## src/rtl/hap_pkg.sv

```systemverilog
package hap_pkg;
  typedef enum logic [2:0] {
    ST_IDLE  = 3'd0,
    ST_DEC   = 3'd1,
    ST_REQ   = 3'd2,
    ST_RWAIT = 3'd3,
    ST_HOLD  = 3'd4
  } hap_state_t;
endpackage

```

## src/rtl/hap_sync.sv

```systemverilog
module hap_sync #(
  parameter int W      = 4,
  parameter int STAGES = 2
) (
  input  logic         clk,
  input  logic         rst_n,
  input  logic [W-1:0] d,
  output logic [W-1:0] q
);
  logic [W-1:0] stg [STAGES];

  always_ff @(posedge clk or negedge rst_n) begin
    if (!rst_n) stg[0] <= '0;
    else        stg[0] <= d;
  end

  for (genvar i = 1; i < STAGES; i++) begin : g_stage
    always_ff @(posedge clk or negedge rst_n) begin
      if (!rst_n) stg[i] <= '0;
      else        stg[i] <= stg[i-1];
    end
  end

  assign q = stg[STAGES-1];
endmodule

```

## src/rtl/hap_addr.sv

```systemverilog
module hap_addr #(
  parameter int ADDR_W = 14
) (
  input  logic              clk,
  input  logic              rst_n,
  input  logic              latch_ev,
  input  logic [ADDR_W:0]   latch_bus,
  input  logic              xfer_done,
  output logic [ADDR_W-1:0] cur_addr,
  output logic              cur_pm,
  output logic              half,
  output logic              addr_step
);
  function automatic logic [ADDR_W-1:0] step_addr(input logic [ADDR_W-1:0] a);
    return a + 1'b1;
  endfunction

  // the address moves after a data word, or after the second half of a program word
  assign addr_step = xfer_done && !latch_ev && (!cur_pm || half);

  always_ff @(posedge clk or negedge rst_n) begin
    if (!rst_n) begin
      cur_addr <= '0;
      cur_pm   <= 1'b0;
      half     <= 1'b0;
    end else if (latch_ev) begin
      cur_addr <= latch_bus[ADDR_W-1:0];
      cur_pm   <= latch_bus[ADDR_W];
      half     <= 1'b0;
    end else if (xfer_done) begin
      if (cur_pm) half <= !half;
      if (addr_step) cur_addr <= step_addr(cur_addr);
    end
  end

  assert_half_cleared_R12: assert property (@(posedge clk) disable iff (!rst_n)
    latch_ev |=> !half);
endmodule

```

## src/rtl/hap_fsm.sv

```systemverilog
module hap_fsm
  import hap_pkg::*;
#(
  parameter int ADDR_W    = 14,
  parameter int BUS_W     = 16,
  parameter int PM_W      = 24,
  parameter int CTRL_BASE = 'h3FE0
) (
  input  logic              clk,
  input  logic              rst_n,
  input  logic              acc_on,
  input  logic              is_wr,
  input  logic [ADDR_W-1:0] cur_addr,
  input  logic              cur_pm,
  input  logic              half,
  input  logic [BUS_W-1:0]  bus_in,
  input  logic              mem_gnt,
  input  logic [PM_W-1:0]   mem_rdata,
  output logic              mem_req,
  output logic              mem_we,
  output logic              mem_sel_pm,
  output logic [ADDR_W-1:0] mem_addr,
  output logic [PM_W-1:0]   mem_wdata,
  output logic [BUS_W-1:0]  rd_data,
  output logic              op_rd,
  output hap_state_t        state,
  output logic              xfer_done
);
  localparam int LO_W = PM_W - BUS_W;
  localparam logic [ADDR_W-1:0] CTRL_LIM = ADDR_W'(CTRL_BASE);

  function automatic logic refused(input logic pm, input logic [ADDR_W-1:0] a);
    return !pm && (a >= CTRL_LIM);
  endfunction

  function automatic logic [PM_W-1:0] join_pm(input logic [BUS_W-1:0] hi, input logic [LO_W-1:0] lo);
    return {hi, lo};
  endfunction

  logic [BUS_W-1:0] hi_q;
  logic [LO_W-1:0]  lo_q;
  logic             dec_mem;

  // does the decoded transfer need a memory cycle
  always_comb begin
    if (cur_pm) dec_mem = is_wr ? half : !half;
    else        dec_mem = !refused(cur_pm, cur_addr);
  end

  assign mem_req    = (state == ST_REQ);
  assign mem_addr   = cur_addr;
  assign mem_sel_pm = cur_pm;
  assign xfer_done  = (state == ST_DEC && !dec_mem) ||
                      (state == ST_REQ && mem_gnt && mem_we) ||
                      (state == ST_RWAIT);

  always_ff @(posedge clk or negedge rst_n) begin
    if (!rst_n) begin
      state     <= ST_IDLE;
      mem_we    <= 1'b0;
      mem_wdata <= '0;
      rd_data   <= '0;
      hi_q      <= '0;
      lo_q      <= '0;
      op_rd     <= 1'b0;
    end else begin
      case (state)
        ST_IDLE: if (acc_on) state <= ST_DEC;
        ST_DEC: begin
          op_rd <= !is_wr;
          if (is_wr) begin
            mem_we <= 1'b1;
            if (cur_pm && !half) hi_q <= bus_in;
            else if (cur_pm)     mem_wdata <= join_pm(hi_q, bus_in[LO_W-1:0]);
            else                 mem_wdata <= {{LO_W{1'b0}}, bus_in};
          end else begin
            mem_we <= 1'b0;
            if (cur_pm && half) rd_data <= {{(BUS_W-LO_W){1'b0}}, lo_q};
            else if (!dec_mem)  rd_data <= '0;
          end
          state <= dec_mem ? ST_REQ : ST_HOLD;
        end
        ST_REQ: if (mem_gnt) state <= mem_we ? ST_HOLD : ST_RWAIT;
        ST_RWAIT: begin
          if (cur_pm) begin
            rd_data <= mem_rdata[PM_W-1:LO_W];
            lo_q    <= mem_rdata[LO_W-1:0];
          end else begin
            rd_data <= mem_rdata[BUS_W-1:0];
          end
          state <= ST_HOLD;
        end
        ST_HOLD: if (!acc_on) state <= ST_IDLE;
        default: state <= ST_IDLE;
      endcase
    end
  end

  assert_req_stable_R9: assert property (@(posedge clk) disable iff (!rst_n)
    (mem_req && !mem_gnt) |=> (mem_req && $stable(mem_addr) && $stable(mem_we) &&
                               $stable(mem_wdata) && $stable(mem_sel_pm)));

  assert_ctrl_refused_R10: assert property (@(posedge clk) disable iff (!rst_n)
    mem_req |-> (mem_sel_pm || mem_addr < CTRL_LIM));

  assert_pm_pair_R6: assert property (@(posedge clk) disable iff (!rst_n)
    (mem_req && mem_we && mem_sel_pm) |-> half);
endmodule

```

## src/rtl/host_mem_port.sv

```systemverilog
module host_mem_port
  import hap_pkg::*;
#(
  parameter int ADDR_W      = 14,
  parameter int BUS_W       = 16,
  parameter int PM_W        = 24,
  parameter int SYNC_STAGES = 2,
  parameter int CTRL_BASE   = 'h3FE0
) (
  input  logic              clk,
  input  logic              rst_n,
  input  logic              boot_mode,
  input  logic              h_sel_n,
  input  logic              h_ale,
  input  logic              h_rd_n,
  input  logic              h_wr_n,
  input  logic [BUS_W-1:0]  h_ad_in,
  output logic [BUS_W-1:0]  h_ad_out,
  output logic              h_ad_oe,
  output logic              h_ack,
  output logic              mem_req,
  output logic              mem_we,
  output logic              mem_sel_pm,
  output logic [ADDR_W-1:0] mem_addr,
  output logic [PM_W-1:0]   mem_wdata,
  input  logic [PM_W-1:0]   mem_rdata,
  input  logic              mem_gnt,
  output logic              core_hold
);
  localparam int NCTL = 4;

  logic [NCTL-1:0]   raw_ctl, syn_ctl;
  logic              s_sel, s_rd, s_wr, s_ale;
  logic              p_sel, p_ale;
  logic              latch_ev, acc_on;
  logic [ADDR_W-1:0] cur_addr;
  logic              cur_pm, half, addr_step, xfer_done, op_rd;
  logic              boot_done, boot_wr_ev;
  hap_state_t        state;

  assign raw_ctl = {h_ale, ~h_wr_n, ~h_rd_n, ~h_sel_n};

  hap_sync #(.W(NCTL), .STAGES(SYNC_STAGES)) u_sync (
    .clk(clk), .rst_n(rst_n), .d(raw_ctl), .q(syn_ctl)
  );

  assign s_sel = syn_ctl[0];
  assign s_rd  = syn_ctl[1];
  assign s_wr  = syn_ctl[2];
  assign s_ale = syn_ctl[3];

  always_ff @(posedge clk or negedge rst_n) begin
    if (!rst_n) begin
      p_sel <= 1'b0;
      p_ale <= 1'b0;
    end else begin
      p_sel <= s_sel;
      p_ale <= s_ale;
    end
  end

  assign latch_ev = (p_ale && !s_ale && s_sel) || (p_sel && !s_sel && s_ale);
  assign acc_on   = s_sel && (s_rd || s_wr);

  hap_addr #(.ADDR_W(ADDR_W)) u_addr (
    .clk(clk), .rst_n(rst_n), .latch_ev(latch_ev),
    .latch_bus(h_ad_in[ADDR_W:0]), .xfer_done(xfer_done),
    .cur_addr(cur_addr), .cur_pm(cur_pm), .half(half), .addr_step(addr_step)
  );

  hap_fsm #(.ADDR_W(ADDR_W), .BUS_W(BUS_W), .PM_W(PM_W), .CTRL_BASE(CTRL_BASE)) u_fsm (
    .clk(clk), .rst_n(rst_n), .acc_on(acc_on), .is_wr(s_wr),
    .cur_addr(cur_addr), .cur_pm(cur_pm), .half(half), .bus_in(h_ad_in),
    .mem_gnt(mem_gnt), .mem_rdata(mem_rdata),
    .mem_req(mem_req), .mem_we(mem_we), .mem_sel_pm(mem_sel_pm),
    .mem_addr(mem_addr), .mem_wdata(mem_wdata), .rd_data(h_ad_out),
    .op_rd(op_rd), .state(state), .xfer_done(xfer_done)
  );

  // boot release event: granted program write at word 0
  assign boot_wr_ev = mem_req && mem_gnt && mem_we && mem_sel_pm && (mem_addr == '0);

  always_ff @(posedge clk or negedge rst_n) begin
    if (!rst_n)          boot_done <= 1'b0;
    else if (boot_wr_ev) boot_done <= 1'b1;
  end

  assign core_hold = boot_mode && !boot_done;
  assign h_ack     = (state == ST_IDLE) || (state == ST_HOLD);
  assign h_ad_oe   = (state == ST_HOLD) && op_rd && s_rd;

  assert_ack_busy_R8: assert property (@(posedge clk) disable iff (!rst_n)
    mem_req |-> !h_ack);

  assert_oe_ready_R4: assert property (@(posedge clk) disable iff (!rst_n)
    h_ad_oe |-> h_ack);

  assert_hold_release_R11: assert property (@(posedge clk) disable iff (!rst_n)
    ($fell(core_hold) && boot_mode) |-> $past(mem_req && mem_gnt && mem_we && mem_sel_pm && mem_addr == '0));

  assert_hold_stays_R11: assert property (@(posedge clk) disable iff (!rst_n)
    ($past(!core_hold && boot_mode) && boot_mode) |-> !core_hold);

  assert_step_R5: assert property (@(posedge clk) disable iff (!rst_n)
    addr_step |=> (mem_addr == $past(mem_addr) + 1'b1));
endmodule

```

## config.mk

```make
export PLATFORM = sky130hd
export DESIGN_NAME = host_mem_port
export DESIGN_NICKNAME = d
export VERILOG_FILES = /design/src/rtl/hap_pkg.sv /design/src/rtl/hap_sync.sv /design/src/rtl/hap_addr.sv /design/src/rtl/hap_fsm.sv /design/src/rtl/host_mem_port.sv
export SDC_FILE = /design/constraint.sdc
export NUM_CORES = 1
export LEC_CHECK = 0
export ABC_AREA = 1
export BUFFER_PORTS_ARGS = -buffer_cell sky130_fd_sc_hd__buf_2
export CAP_MARGIN = 20
export CELL_PAD_IN_SITES_DETAIL_PLACEMENT = 0
export CELL_PAD_IN_SITES_GLOBAL_PLACEMENT = 2
export CORE_MARGIN = 2
export CORE_UTILIZATION = 30
export CTS_CLUSTER_SIZE = 10
export DETAILED_ROUTE_END_ITERATION = 8
export PLACE_DENSITY_LB_ADDON = 0.1
export SKIP_LAST_GASP = 1
export SYNTH_ARGS = -nofsm -noshare
export SYNTH_HDL_FRONTEND = slang
export SYNTH_SLANG_ARGS = --single-unit
```

## constraint.sdc

```tcl
create_clock -name clk -period 2.39 [get_ports clk]
set_input_delay 0.239 -clock clk [delete_from_list [all_inputs] [get_ports clk]]
set_output_delay 0.239 -clock clk [all_outputs]
set_load 0.01 [all_outputs]
```

# Word level (Yosys, flattened, before mapping)

Index checks and enable logic that the tools add are counted.

Bits in registers: 96
Bits in latches: 0
Bits in writable memories: 0
Bits in read-only memories: 0
Input bits: 48
Output and inout port bits: 60
Memories kept: 0

Add/subtract/negate cells: 1
$mul: 0
Divide/modulo/power cells: 0
Magnitude comparators: 1
Eq/ne operators: 9
Shift operators: 0
Muxes and demuxes: 21
Bitwise operators: 4
Reductions and logical operators: 46

Operator list:

| operator                                                        | number |
|---|---|
| 16-bit two-way mux                                              | 4 |
| 14-bit two-way mux                                              | 3 |
| 16-bit one-hot mux with 2 select lines                          | 1 |
| 24-bit two-way mux                                              | 1 |
| 1-bit logical AND                                               | 18 |
| 3-bit two-way mux                                               | 5 |
| 3-bit one-hot mux with 5 select lines                           | 1 |
| 14-bit by 1-bit adder with 14-bit output, second input constant | 1 |
| 14-bit >= comparator, second input constant                     | 1 |
| 14-bit logical NOT                                              | 1 |
| 3-bit AND reduction                                             | 4 |
| 1-bit logical NOT                                               | 9 |
| 2-bit nonzero test                                              | 4 |
| 3-bit by 2-bit == test with 1-bit output, second input constant | 2 |
| 1-bit logical OR                                                | 6 |
| 1-bit two-way mux                                               | 6 |
| 2-bit AND reduction                                             | 3 |
| 2-bit by 1-bit != test with 1-bit output, second input constant | 2 |
| 2-bit != test, second input constant                            | 2 |
| 1-bit inverter                                                  | 4 |
| 3-bit by 1-bit == test with 1-bit output, second input constant | 1 |
| 3-bit == test, second input constant                            | 1 |
| 3-bit logical NOT                                               | 1 |
| 3-bit != test, second input constant                            | 1 |

# Longest topological paths before layout

Gate-level depths: netlist (run 1).

Word-level depth: 13
Gate-level depth with buffers: 13

# Hierarchy

From an unflattened synthesis (run 1), not the netlist that was laid out.

Cells, all modules: 602
Area total of the unflattened synthesis: 4797.1 µm²

Modules (own cells, without submodules):

| module        | instances | cells each | area each (µm²) | seq. area each (µm²) |
|---|---|---|---|---|
| hap_fsm       | 1         | 400        | 3300.7          | 1726.7 |
| hap_addr      | 1         | 155        | 1061.0          | 400.4 |
| hap_sync      | 1         | 12         | 230.2           | 200.2 |
| host_mem_port | 1         | 35         | 205.2           | 75.1 |

# Least setup slack after synthesis (run 1)

No wires, ideal clock.

Kind: reg-to-reg
From: register u_addr.cur_pm
To: register u_fsm.hi_q[3]
Library setup time: 0.127 ns
Arrival time: 1.450 ns
Required time: 2.263 ns
Setup slack: 0.813 ns
Cell stages (with the launch flop): 8
Buffers on the path: 2
Path through: dfrtp_1 > inv_2 > buf_6 > nor2_2 > inv_2 > nor2_4 > buf_6 > mux2_1

Longest elaborated chain between the ends: 2

RTL lines:

| item                          | line           | source |
|---|---|---|
| start, declared               | hap_addr.sv:10 | `output logic cur_pm,` |
| start signal, assigned        | hap_addr.sv:28 | `cur_pm <= latch_bus[ADDR_W];` |
| 1-bit logical AND             | hap_fsm.sv:73  | `if (cur_pm && !half) hi_q <= bus_in;` |
| 3-bit AND reduction (no line) | --             |  |
| end signal, assigned          | hap_fsm.sv:73  |  |
| end, declared                 | hap_fsm.sv:40  | `logic [BUS_W-1:0] hi_q;` |

No other way between the ends.
A chain may end at the register's enable or synchronous reset.

# Worst setup path after layout (run 1)

From: register u_fsm.state[0]
To: register u_addr.cur_addr[7]

Longest elaborated chain between the ends: 9

RTL lines:

| item                                     | line           | source |
|---|---|---|
| start, declared                          | hap_fsm.sv:26  | `output hap_state_t state,` |
| start signal, assigned                   | hap_fsm.sv:81  | `state <= dec_mem ? ST_REQ : ST_HOLD;` |
| start signal, assigned                   | hap_fsm.sv:83  | `ST_REQ: if (mem_gnt) state <= mem_we ? ST_HOLD : ST_RWAIT;` |
| 3-bit by 2-bit == test with 1-bit output | hap_fsm.sv:54  | `(state == ST_REQ && mem_gnt && mem_we) \|\|` |
| 1-bit logical AND (2 in series)          | hap_fsm.sv:54  |  |
| 1-bit logical OR                         | hap_fsm.sv:53  | `assign xfer_done = (state == ST_DEC && !dec_mem) \|\|` |
| 1-bit logical OR *                       | hap_fsm.sv:54  |  |
| 1-bit logical AND (2 in series)          | hap_addr.sv:19 | `assign addr_step = xfer_done && !latch_ev && (!cur_pm \|\| half);` |
| 2-bit nonzero test (no line)             | --             |  |
| 2-bit AND reduction (no line) *          | --             |  |
| end signal, assigned                     | hap_addr.sv:27 | `cur_addr <= latch_bus[ADDR_W-1:0];` |
| end signal, assigned                     | hap_addr.sv:32 | `if (addr_step) cur_addr <= step_addr(cur_addr);` |
| end, declared                            | hap_addr.sv:9  | `output logic [ADDR_W-1:0] cur_addr,` |

Every way passes the cells marked *; elsewhere a longest branch is shown, timed or not.

==> impl_metrics.py, run 1 <==
metrics = {
    "routing": {
        "drt_pass1_iterations": 5,
        "vias_per_cell": 4.67,
        "post_drt_wl_per_cell_um": 15.4,
        "detailedRoute.firstIterationViolations": 295,
        "antenna_left": 0,
        "via_count": 3985,
        "drc": 0,
        "routed_wl_mm": 13.1,
    },
    "timing": {
        "clock_skew_ns": 0.00939,
        "final_total_negative_setup_slack_ns": 0,
        "relSlewSlack_pct": 59.6,
        "unrepaired_setup_endpoints_after_global_routing": "false",
        "finalWorstSetupSlack_ns": 0.530,
        "post_layout_min_period_ns": 1.86,
        "fin_crit_sh_pct": 77.8,
        "timing_max_transition_violations_final": 0,
        "final-hold-violation-count": 0,
        "max_freq_mhz": 538,
        "setup_violations": 0,
        "worstMarginPinSlew_ns": 0.603,
        "final_hold_slack_ns": 0.0281,
    },
    "place": {
        "detailed_place.area_mm2": 0.00532,
        "port_buffers": 107,
        "detailedPlace.worstSlack_ns": 0.498,
        "place.detailed.hpwl_mm": 9.44,
        "gp_routability_congestion": 0.762,
    },
    "floorplan": {
        "die_w_um": 128,
        "num_rows": 45,
        "dieArea_mm2": 0.0165,
        "initial_utilization_pct": 30.7,
        "floorplan.die.height_um": 128,
        "ios": 108,
        "core_region_mm2": 0.0151,
    },
    "setup_path": {
        "path_max_fanout": 25,
        "cp.arrival_ns": 2.10,
        "worst_reg_to_reg_cells": 12,
        "setup.worst_path.class": "register to register",
        "worst-r2r-setup-slack_ns": 0.53,
        "worst_ep_required_time_ns": 2.63,
        "timing.rr.end": "u_addr.cur_addr[7]$_DFFE_PN0P_",
        "timing.critical_path.from_type": "register",
        "r2r_start": "u_fsm.state[0]$_DFFE_PN0P_",
        "worst_setup_path_end_kind": "register",
    },
    "global_routing": {
        "via_count_of_the_first_global_routing_pass": 3857,
        "grt_first_pass_wirelength_mm": 21.2,
        "aggregate_global_route_resource_usage_pct": 16.7,
        "grt_start_max_net_pins": 49,
        "antenna_violations_before_repair": 0,
        "grt_remaining_overflow": 0,
    },
    "clock_network": {
        "clock_sink_count": 96,
        "cts-resized-gates": 0,
        "clk_root_buffer_cell": "clkbuf_16",
        "clock_tree.buffer_depth": 2,
        "clk_transition_reported_paths_ns": 0.07,
        "clk_latency_worst_skew_pair_ns": 0.35,
        "cts_tree": "built",
        "cts-buffers-inserted": 9,
        "clock_tree.htree_level_count": 3,
    },
    "layout": {
        "final_design_area_no_fill_mm2": 0.00564,
        "drive_gt1_share_pct": 24.5,
        "layout.cells.most_common": "nand2_1",
        "highest_count_cells_in_the_layout_ignoring_fill_and_taps": "171 x nand2_1, 106 x buf_2, 96 x dfrtp_1, 52 x o21ai_0, 47 x nor2_1",
        "insertedDiodeCount": 0,
        "syn2layout_area_growth_pct": 21.3,
        "fillerInstances": 1624,
        "nNetsFinal": 711,
    },
    "yosys": {
        "synth_top_cell_area_share_pct": 51.7,
        "netlist_area_mm2": 0.00465,
        "synth_sequential_area_ratio_pct": 51.7,
        "synth.net_count": 609,
        "cell_type_with_the_largest_total_area_after_synthesis": "dfrtp_1",
        "synth-seq-cells": 96,
        "syn-instance-count": 559,
        "synth_area_leaders": "dfrtp_1 52%, nand2_1 14%, o21ai_0 5.6%, nor2_1 3.8%, inv_1 3.5%",
        "post_synth.cell_area_avg_um2": 8.32,
        "synth_cell_type_count": 40,
        "synthesis.yosys.warnings": 0,
    },
    "power": {
        "leakage_nw": 2.87,
        "power_density_over_cell_area_mw_per_mm2": 1150,
        "vdd_ir_drop_max_mv": 0.474,
    },
    "outcome": {
        "run_status": "finished clean",
    },
    "hold_path": {
        "min_to": "u_sync.stg[5]$_DFF_PN0_",
        "min-delay-start": "h_rd_n",
        "worstHoldPathCells": 2,
        "worst_hold_path_type": "input pin to register",
    },
    "job": {
        "cap_violations": 0,
    },
}
[synthesized netlist by cell type (all sizes together)]
cell type,number
o211ai,1
nand4,4
inv,51
clkbuf,8
nand3,29
a31oi,8
ha,2
nand2,179
nand3b,1
nor2,54
or2,2
clkinv,3
nor4,3
o21bai,4
o31ai,8
o21ai,70
nor3,1
mux2,2
xnor2,2
dfrtp,96
xor2,4
o22ai,1
a21oi,9
o21a,1
buf,16
[flip-flops by register name (all words and copies together), names as in the netlist, 3 cells and up]
signal,flops
u_sync.stg,4
u_sync.q,4
u_fsm.state,3
u_fsm.lo_q,8
u_fsm.mem_wdata,24
u_fsm.rd_data,16
u_addr.cur_addr,14
u_fsm.hi_q,16
[kinds of logic (layout without fill, tap and decap cells)]
group / Yosys count / after routing / synth area share (%)
XOR/XNOR: 6 / 6 / 1.13
AO/OA/AOI/OAI: 102 / 102 / 12.8
AND/OR/NAND/NOR: 273 / 273 / 25.5
buffers and inverters: 78 / 185 / 7.91
multiplexers: 2 / 2 / 0.484
flip-flops: 96 / 96 / 51.7
adder cells (fa/ha/maj): 2 / 2 / 0.538
[critical path, stage by stage, from the launching register on]
cell	delay, ns
dfrtp_1	0.41
inv_2	0.07
nor2_2	0.04
inv_2	0.08
nor2_4	0.04
inv_2	0.31
nand2_1	0.12
inv_2	0.09
nand2_4	0.07
nand2_4	0.19
nand2_4	0.18
nand2_1	0.10
nand2_1	0.06
[through the flow]
stage / total power [mW] / util [%] / cells
floorplan: 4.23 / - / 559
global placement: 5.02 / 35.1 / 836
detailed placement: 5.05 / 35.1 / 836
CTS: 6.61 / 37.2 / 854
global route: 7.06 / 37.2 / 854
finish: 6.49 / 37.2 / 854
[final cells by class]
type / count / area (um^2) / share of cell area, %
clock inverters: 6 / 75.1 / 1.33
inverters: 54 / 203 / 3.59
well taps: 188 / 235 / 4.17
multi-input cells: 385 / 1880 / 33.3
flip-flops and latches: 96 / 2400 / 42.6
repair buffers: 115 / 616 / 10.9
clock buffers: 10 / 229 / 4.06
[metal layers]
| metal | global-route usage [%] | wire (um) |
|---|---|---|
| met5 | 0 | 0 |
| met2 | 25.5 | 5880 |
| met3 | 4.16 | 622 |
| met1 | 24.1 | 6510 |
| met4 | 3.45 | 135 |
[how the worst max path moves through the flow]
stage	start	slack [ns]	end	cells past startpoint
after CTS	u_fsm.state[0]$_DFFE_PN0P_	0.48	u_addr.cur_addr[7]$_DFFE_PN0P_	12
after global placement	u_fsm.state[0]$_DFFE_PN0P_	0.52	u_addr.cur_addr[9]$_DFFE_PN0P_	12
final	u_fsm.state[0]$_DFFE_PN0P_	0.53	u_addr.cur_addr[7]$_DFFE_PN0P_	12
after floorplan	u_addr.cur_pm$_DFFE_PN0P_	0.81	u_fsm.hi_q[3]$_DFFE_PN0P_	7
after global routing	u_fsm.state[0]$_DFFE_PN0P_	0.28	u_addr.cur_addr[2]$_DFFE_PN0P_	12
after detailed placement	u_fsm.state[0]$_DFFE_PN0P_	0.50	u_addr.cur_addr[3]$_DFFE_PN0P_	12
[where the power goes]
part / switching [mW] / leakage (nW) / internal [mW]
Sequential: 0.494 / 1.19 / 2.23
Clock: 0.691 / 0.151 / 0.832
Combinational: 1.37 / 1.54 / 0.870
[what timing repair did]
action,in CTS,in global routing
hold buffers,2,0
hold endpoints to repair,23,0
buffers inserted,0,0
endpoints found under the setup margin,0,0
No activity file was read; power rests on OpenSTA's default activity.
==> run 2: changes to the inputs <==
==> constraint.sdc (replaced) <==
create_clock -name clk -period 1.8 [get_ports clk]
set_input_delay 0.18 -clock clk [delete_from_list [all_inputs] [get_ports clk]]
set_output_delay 0.18 -clock clk [all_outputs]
set_load 0.01 [all_outputs]
==> run 2 against run 1 <==
  * Register-to-register slack got worse by 0.37 ns
  * Clock power is 20% higher
  * Wire length is 1.5% lower
  * Fmax up 14%
  * Non-clock buffer count grew 17
  * Die area unchanged
  * Sequential power up 29%
  * Critical path type unchanged
  * Critical endpoint is now u_fsm.hi_q[4]$_DFFE_PN0P_
  * Largest power group unchanged
  * Highest routed layer unchanged
==> impl_metrics.py, run 2 (synthesized netlist as in run 1, its figures left out) <==
metrics = {
    "power": {
        "power.switching_mw": 3.39,
        "leakage_nw": 2.96,
        "power_mw": 8.64,
        "power_density_over_cell_area_mw_per_mm2": 1490,
        "pwr-share-comb_pct": 38.1,
        "switching_share_pct": 39.2,
        "vdd_ir_drop_max_mv": 0.624,
        "seq_power_share_pct": 40.8,
        "power_share_of_the_clock_group_pct": 21.1,
        "p_int_mw": 5.25,
    },
    "floorplan": {
        "initial_utilization_pct": 30.7,
        "die_w_um": 128,
        "ios": 108,
        "num_rows": 45,
        "dieArea_mm2": 0.0165,
        "core_region_mm2": 0.0151,
        "floorplan.die.height_um": 128,
    },
    "layout": {
        "largestRegisters": "u_fsm.mem_wdata x24, u_fsm.hi_q x16, u_fsm.rd_data x16",
        "largest_reg_flops": 24,
        "highest_count_cells_in_the_layout_ignoring_fill_and_taps": "171 x nand2_1, 106 x buf_2, 96 x dfrtp_1, 52 x o21ai_0, 47 x nor2_1",
        "layout.cells.most_common": "nand2_1",
        "fillerInstances": 1647,
        "multi_input_comb_area_mm2": 0.00189,
        "fin_util_pct": 38.2,
        "regArea_mm2": 0.00240,
        "drive_gt1_share_pct": 26.0,
        "top_register": "u_fsm.mem_wdata",
        "nNetsFinal": 728,
        "syn2layout_area_growth_pct": 24.5,
        "insertedDiodeCount": 0,
        "final_design_area_no_fill_mm2": 0.00579,
    },
    "timing": {
        "worstMarginPinSlew_ns": 0.470,
        "fin_crit_sh_pct": 91.0,
        "max_freq_mhz": 610,
        "timing_max_transition_violations_final": 0,
        "relSlewSlack_pct": 68.5,
        "unrepaired_setup_endpoints_after_global_routing": "false",
        "setup_violations": 0,
        "clock_skew_ns": 0.00894,
        "final-hold-violation-count": 0,
        "post_layout_min_period_ns": 1.64,
        "final_total_negative_setup_slack_ns": 0,
    },
    "routing": {
        "vias_per_cell": 4.63,
        "drt_pass1_iterations": 5,
        "drc": 0,
        "antenna_left": 0,
        "via_count": 4031,
        "detailedRoute.firstIterationViolations": 173,
        "post_drt_wl_per_cell_um": 14.9,
        "routed_wl_mm": 13.0,
    },
    "place": {
        "gp_routability_congestion": 0.754,
        "port_buffers": 107,
        "place.detailed.hpwl_mm": 9.27,
        "detailed_place.area_mm2": 0.00546,
    },
    "global_routing": {
        "grt_start_max_net_pins": 56,
        "grt_first_pass_wirelength_mm": 20.3,
        "via_count_of_the_first_global_routing_pass": 3773,
        "grt_remaining_overflow": 0,
        "aggregate_global_route_resource_usage_pct": 16.0,
        "antenna_violations_before_repair": 0,
    },
    "setup_path": {
        "worst_ep_required_time_ns": 2.08,
        "cp_slowest_stage_delay_ns": 0.42,
        "crit_slowest_cell": "dfrtp_1",
        "worst_setup_path_end_kind": "register",
        "timing.critical_path.from_type": "register",
        "cp.arrival_ns": 1.91,
        "setup.worst_path.class": "register to register",
        "crit_path_frequent_cell": "nor2_4",
        "path_max_fanout": 16,
        "worstPathCellList": "nor2_2 -> nand2_2 -> nor2_4 -> inv_2 -> nor2_4 -> buf_4 -> nor2_1 -> a21oi_1",
    },
    "clock_network": {
        "cts-buffers-inserted": 9,
        "clock_sink_count": 96,
        "clk_transition_reported_paths_ns": 0.07,
        "clk_latency_worst_skew_pair_ns": 0.35,
        "clock_tree.buffer_depth": 2,
        "cts_setup_buffers": 0,
        "clk_root_buffer_cell": "clkbuf_16",
        "clock_tree.htree_level_count": 3,
        "cts_tree": "built",
    },
    "outcome": {
        "run_status": "finished clean",
    },
    "hold_path": {
        "worst_hold_path_type": "input pin to register",
    },
    "job": {
        "cap_violations": 0,
    },
}
==> run 2: through the flow <==
stage / instances / setup WS [ns] / hold WS [ns]
3_3_place_gp: 850 / 0.0922 / 0.184
5_1_grt: 870 / 0.0106 / 0.0836
2_1_floorplan: 559 / 0.223 / -0.116
3_5_place_dp: 850 / 0.111 / 0.183
4_1_cts: 870 / 0.0895 / 0.0503
6_report: 870 / 0.162 / 0.0638
==> run 2: what timing repair did <==
item                                    CTS  global route
hold endpoints to repair                100             0
hold buffers                              5             0
endpoints found under the setup margin    0             1
gates resized for setup                   0             1
==> run 2: critical path, delay by kind of cell, from the launching register on <==
| kind | cells | cell delay [ns] |
|---|---|---|
| buffers and inverters | 2 | 0.36 |
| AND/OR/NAND/NOR | 5 | 0.68 |
| flip-flops | 1 | 0.42 |
| AO/OA/AOI/OAI | 1 | 0.11 |
==> run 2: area by class of cell <==
| cell class | count | share of cell area, % |
|---|---|---|
| clock buffer | 9 | 3.89 |
| clock inverter | 6 | 0.778 |
| inverter | 54 | 3.50 |
| multi-input combinational | 385 | 32.6 |
| sequential | 96 | 41.5 |
| tap | 188 | 4.06 |
| timing repair buffer | 132 | 13.6 |
==> run 2: per-layer routing <==
metal	up-vias	global-route usage [%]	part of all wire [%]
li1	2031	-	-
met5	-	0	0
met1	1897	23.2	50
met3	11	3.53	5.5
met4	0	4.09	0.99
met2	92	24.4	44
==> run 2: power by group through the flow <==
stage                     logic [mW]  registers, mW  clock network [mW]
after detailed placement        3.33           3.56                   0
after CTS                       3.35           3.53                1.89
final                           3.29           3.52                1.82
after global routing            3.74           3.64                1.96
after floorplan                 1.90           3.72                   0
after global placement          3.32           3.54                   0
==> run 2: final timing paths <==
check                                            from                               to  slack [ns]  cells after the start
setup / recovery           u_fsm.state[2]$_DFFE_PN0P_        u_fsm.hi_q[4]$_DFFE_PN0P_        0.16                      8
hold reg to reg               u_sync.stg[5]$_DFF_PN0_            u_sync.q[1]$_DFF_PN0_        0.35                      0
hold / removal                            h_ad_in[15]       u_fsm.hi_q[15]$_DFFE_PN0P_        0.06                      3
max in group asynchronous                       rst_n  u_addr.cur_addr[12]$_DFFE_PN0P_        1.13                      3
min in group asynchronous                       rst_n     u_fsm.rd_data[6]$_DFFE_PN0P_        0.35                      3
setup reg to reg           u_fsm.state[2]$_DFFE_PN0P_        u_fsm.hi_q[4]$_DFFE_PN0P_        0.16                      8
==> run 3: changes to the inputs <==
--- a/config.mk
+++ b/config.mk
@@ -15,6 +15,7 @@
 export CTS_CLUSTER_SIZE = 10
 export DETAILED_ROUTE_END_ITERATION = 8
 export PLACE_DENSITY_LB_ADDON = 0.1
+export SETUP_SLACK_MARGIN = 0.2
 export SKIP_LAST_GASP = 1
 export SYNTH_ARGS = -nofsm -noshare
 export SYNTH_HDL_FRONTEND = slang
==> run 3 against run 2 <==
  * Die area is the same
  * Core utilization up 1.4 points
  * Non-clock buffer count grew 11
  * Largest cell class unchanged
  * Cell area increased by 3.8%
  * Total power rose by 3.4%
  * Cell count increased by 1.5%
==> impl_metrics.py, run 3 (synthesized netlist as in run 1, its figures left out) <==
metrics = {
    "outcome": {
        "run_status": "finished clean",
    },
    "layout": {
        "nNetsFinal": 741,
        "layout.cells.most_common": "nand2_1",
        "insertedDiodeCount": 0,
        "largest_reg_flops": 24,
        "largestRegisters": "u_fsm.mem_wdata x24, u_fsm.hi_q x16, u_fsm.rd_data x16",
        "drive_gt1_share_pct": 29.1,
        "syn2layout_area_growth_pct": 29.2,
        "layout.cells.non_filler": 883,
        "top_register": "u_fsm.mem_wdata",
        "highest_count_cells_in_the_layout_ignoring_fill_and_taps": "171 x nand2_1, 106 x buf_2, 93 x dfrtp_1, 52 x o21ai_0, 45 x nor2_1",
    },
    "power": {
        "power.switching_mw": 3.52,
        "power_density_over_cell_area_mw_per_mm2": 1490,
        "vdd_ir_drop_max_mv": 0.616,
        "seq_power_share_pct": 39.7,
        "pwr-share-comb_pct": 39.9,
        "switching_share_pct": 39.4,
        "p_int_mw": 5.41,
        "power_mw": 8.93,
        "leakage_nw": 3.04,
        "power_share_of_the_clock_group_pct": 20.4,
    },
    "timing": {
        "post_layout_min_period_ns": 1.55,
        "timing_max_transition_violations_final": 0,
        "max_freq_mhz": 646,
        "setup_violations": 0,
        "final_total_negative_setup_slack_ns": 0,
        "clock_skew_ns": 0.0111,
        "unrepaired_setup_endpoints_after_global_routing": "true",
        "relSlewSlack_pct": 69.8,
        "worstMarginPinSlew_ns": 0.452,
        "final-hold-violation-count": 0,
        "fin_crit_sh_pct": 86.1,
    },
    "job": {
        "cap_violations": 0,
    },
    "place": {
        "post-place-cells": 850,
        "port_buffers": 107,
        "place.detailed.hpwl_mm": 9.27,
        "gp_routability_congestion": 0.754,
    },
    "floorplan": {
        "ios": 108,
        "die_w_um": 128,
        "initial_utilization_pct": 30.7,
        "num_rows": 45,
        "dieArea_mm2": 0.0165,
        "core_region_mm2": 0.0151,
        "floorplan.die.height_um": 128,
    },
    "routing": {
        "drc": 0,
        "routed_wl_mm": 13.3,
        "detailedRoute.firstIterationViolations": 205,
        "vias_per_cell": 4.64,
        "drt_pass1_iterations": 4,
        "via_count": 4097,
        "antenna_left": 0,
        "post_drt_wl_per_cell_um": 15.1,
    },
    "setup_path": {
        "worst_setup_path_end_kind": "register",
        "timing.critical_path.from_type": "register",
        "worst_reg_to_reg_cells": 8,
        "cp.arrival_ns": 1.78,
        "path_max_fanout": 6,
        "worst_ep_required_time_ns": 2.04,
        "setup.worst_path.class": "register to register",
    },
    "global_routing": {
        "grt_first_pass_wirelength_mm": 20.4,
        "grt_start_max_net_pins": 56,
        "antenna_violations_before_repair": 0,
        "grt_remaining_overflow": 0,
        "via_count_of_the_first_global_routing_pass": 3765,
        "aggregate_global_route_resource_usage_pct": 16.1,
    },
    "clock_network": {
        "cts_tree": "built",
        "clock_tree.buffer_depth": 2,
        "clock_tree.htree_level_count": 3,
        "clk_transition_reported_paths_ns": 0.07,
        "clock_sink_count": 96,
        "clk_root_buffer_cell": "clkbuf_16",
        "clk_latency_worst_skew_pair_ns": 0.35,
        "cts-buffers-inserted": 9,
    },
    "hold_path": {
        "worstHoldPathCells": 3,
        "worst_hold_path_type": "input pin to register",
    },
}
==> run 3: cell count changes in the layout (fill, tap and decap cells not counted), moves of 3 or more <==
cell,delta
dfrtp_1,-3
inv_4,+3
buf_4,+7
dfrtp_2,+3
==> run 3: path summary, 6_finish.rpt <==
kind                                            startpoint                      endpoint  slack, ns
worst min register to register     u_sync.stg[5]$_DFF_PN0_         u_sync.q[1]$_DFF_PN0_       0.35
worst min-delay path                           h_ad_in[15]    u_fsm.hi_q[15]$_DFFE_PN0P_       0.07
min in group asynchronous                            rst_n  u_fsm.rd_data[6]$_DFFE_PN0P_       0.35
max in group asynchronous                            rst_n    u_fsm.state[2]$_DFFE_PN0P_       1.12
worst max-delay path            u_fsm.state[0]$_DFFE_PN0P_     u_fsm.hi_q[3]$_DFFE_PN0P_       0.25
worst max register to register  u_fsm.state[0]$_DFFE_PN0P_     u_fsm.hi_q[3]$_DFFE_PN0P_       0.25
==> run 3: metal layers <==
| metal | vias up | GRT usage [%] | share of wire (%) |
|---|---|---|---|
| met3 | 11 | 3.53 | 5.3 |
| met2 | 93 | 24.6 | 45 |
| met4 | 0 | 4.09 | 0.96 |
| met5 | - | 0 | 0 |
| li1 | 2059 | - | - |
| met1 | 1934 | 23.2 | 49 |
==> run 3: power by group through the flow <==
stage               sequential [mW]  clock, mW  combinational, mW
floorplan                      3.72          0               1.90
CTS                            3.53       1.89               3.41
detailed placement             3.56          0               3.33
global placement               3.54          0               3.32
global route                   3.66       1.96               4.02
finish                         3.54       1.82               3.56
==> run 3: stage by stage <==
step	cell area [um^2]	util (%)	hold slack, ns	setup slack [ns]
after floorplan	4650	-	-0.116	0.223
after global placement	5460	36.0	0.184	0.0922
after detailed placement	5460	36.0	0.183	0.111
after CTS	5830	38.5	0.0503	0.206
after global routing	6010	39.7	0.0836	0.178
final	6010	39.7	0.0665	0.251
==> run 3: cell type report <==
type	count	area (um^2)
clock buffer	9	225
clock inverter	6	45.0
fill	1625	9140
inverter	54	214
multi-input combinational	387	1970
sequential	96	2410
tap	188	235
timing repair buffer	143	912
==> run 3: what timing repair did <==
action,4_1_cts,5_1_grt
endpoints found under the setup margin,38,66
gates cloned,0,3
resized for setup,8,17
pin swaps,3,6
hold endpoints to repair,100,0
hold buffers,5,0
setup buffers,2,8
==> run 3: critical path, cell delays in order (launching register included) <==
cell and delay [ns]:
dfrtp_1 0.42, inv_2 0.07, nor2_4 0.12, nand2_4 0.08, nor2_4 0.12, inv_4 0.08, nor2_4 0.10, buf_12 0.13
mux2_1 0.31
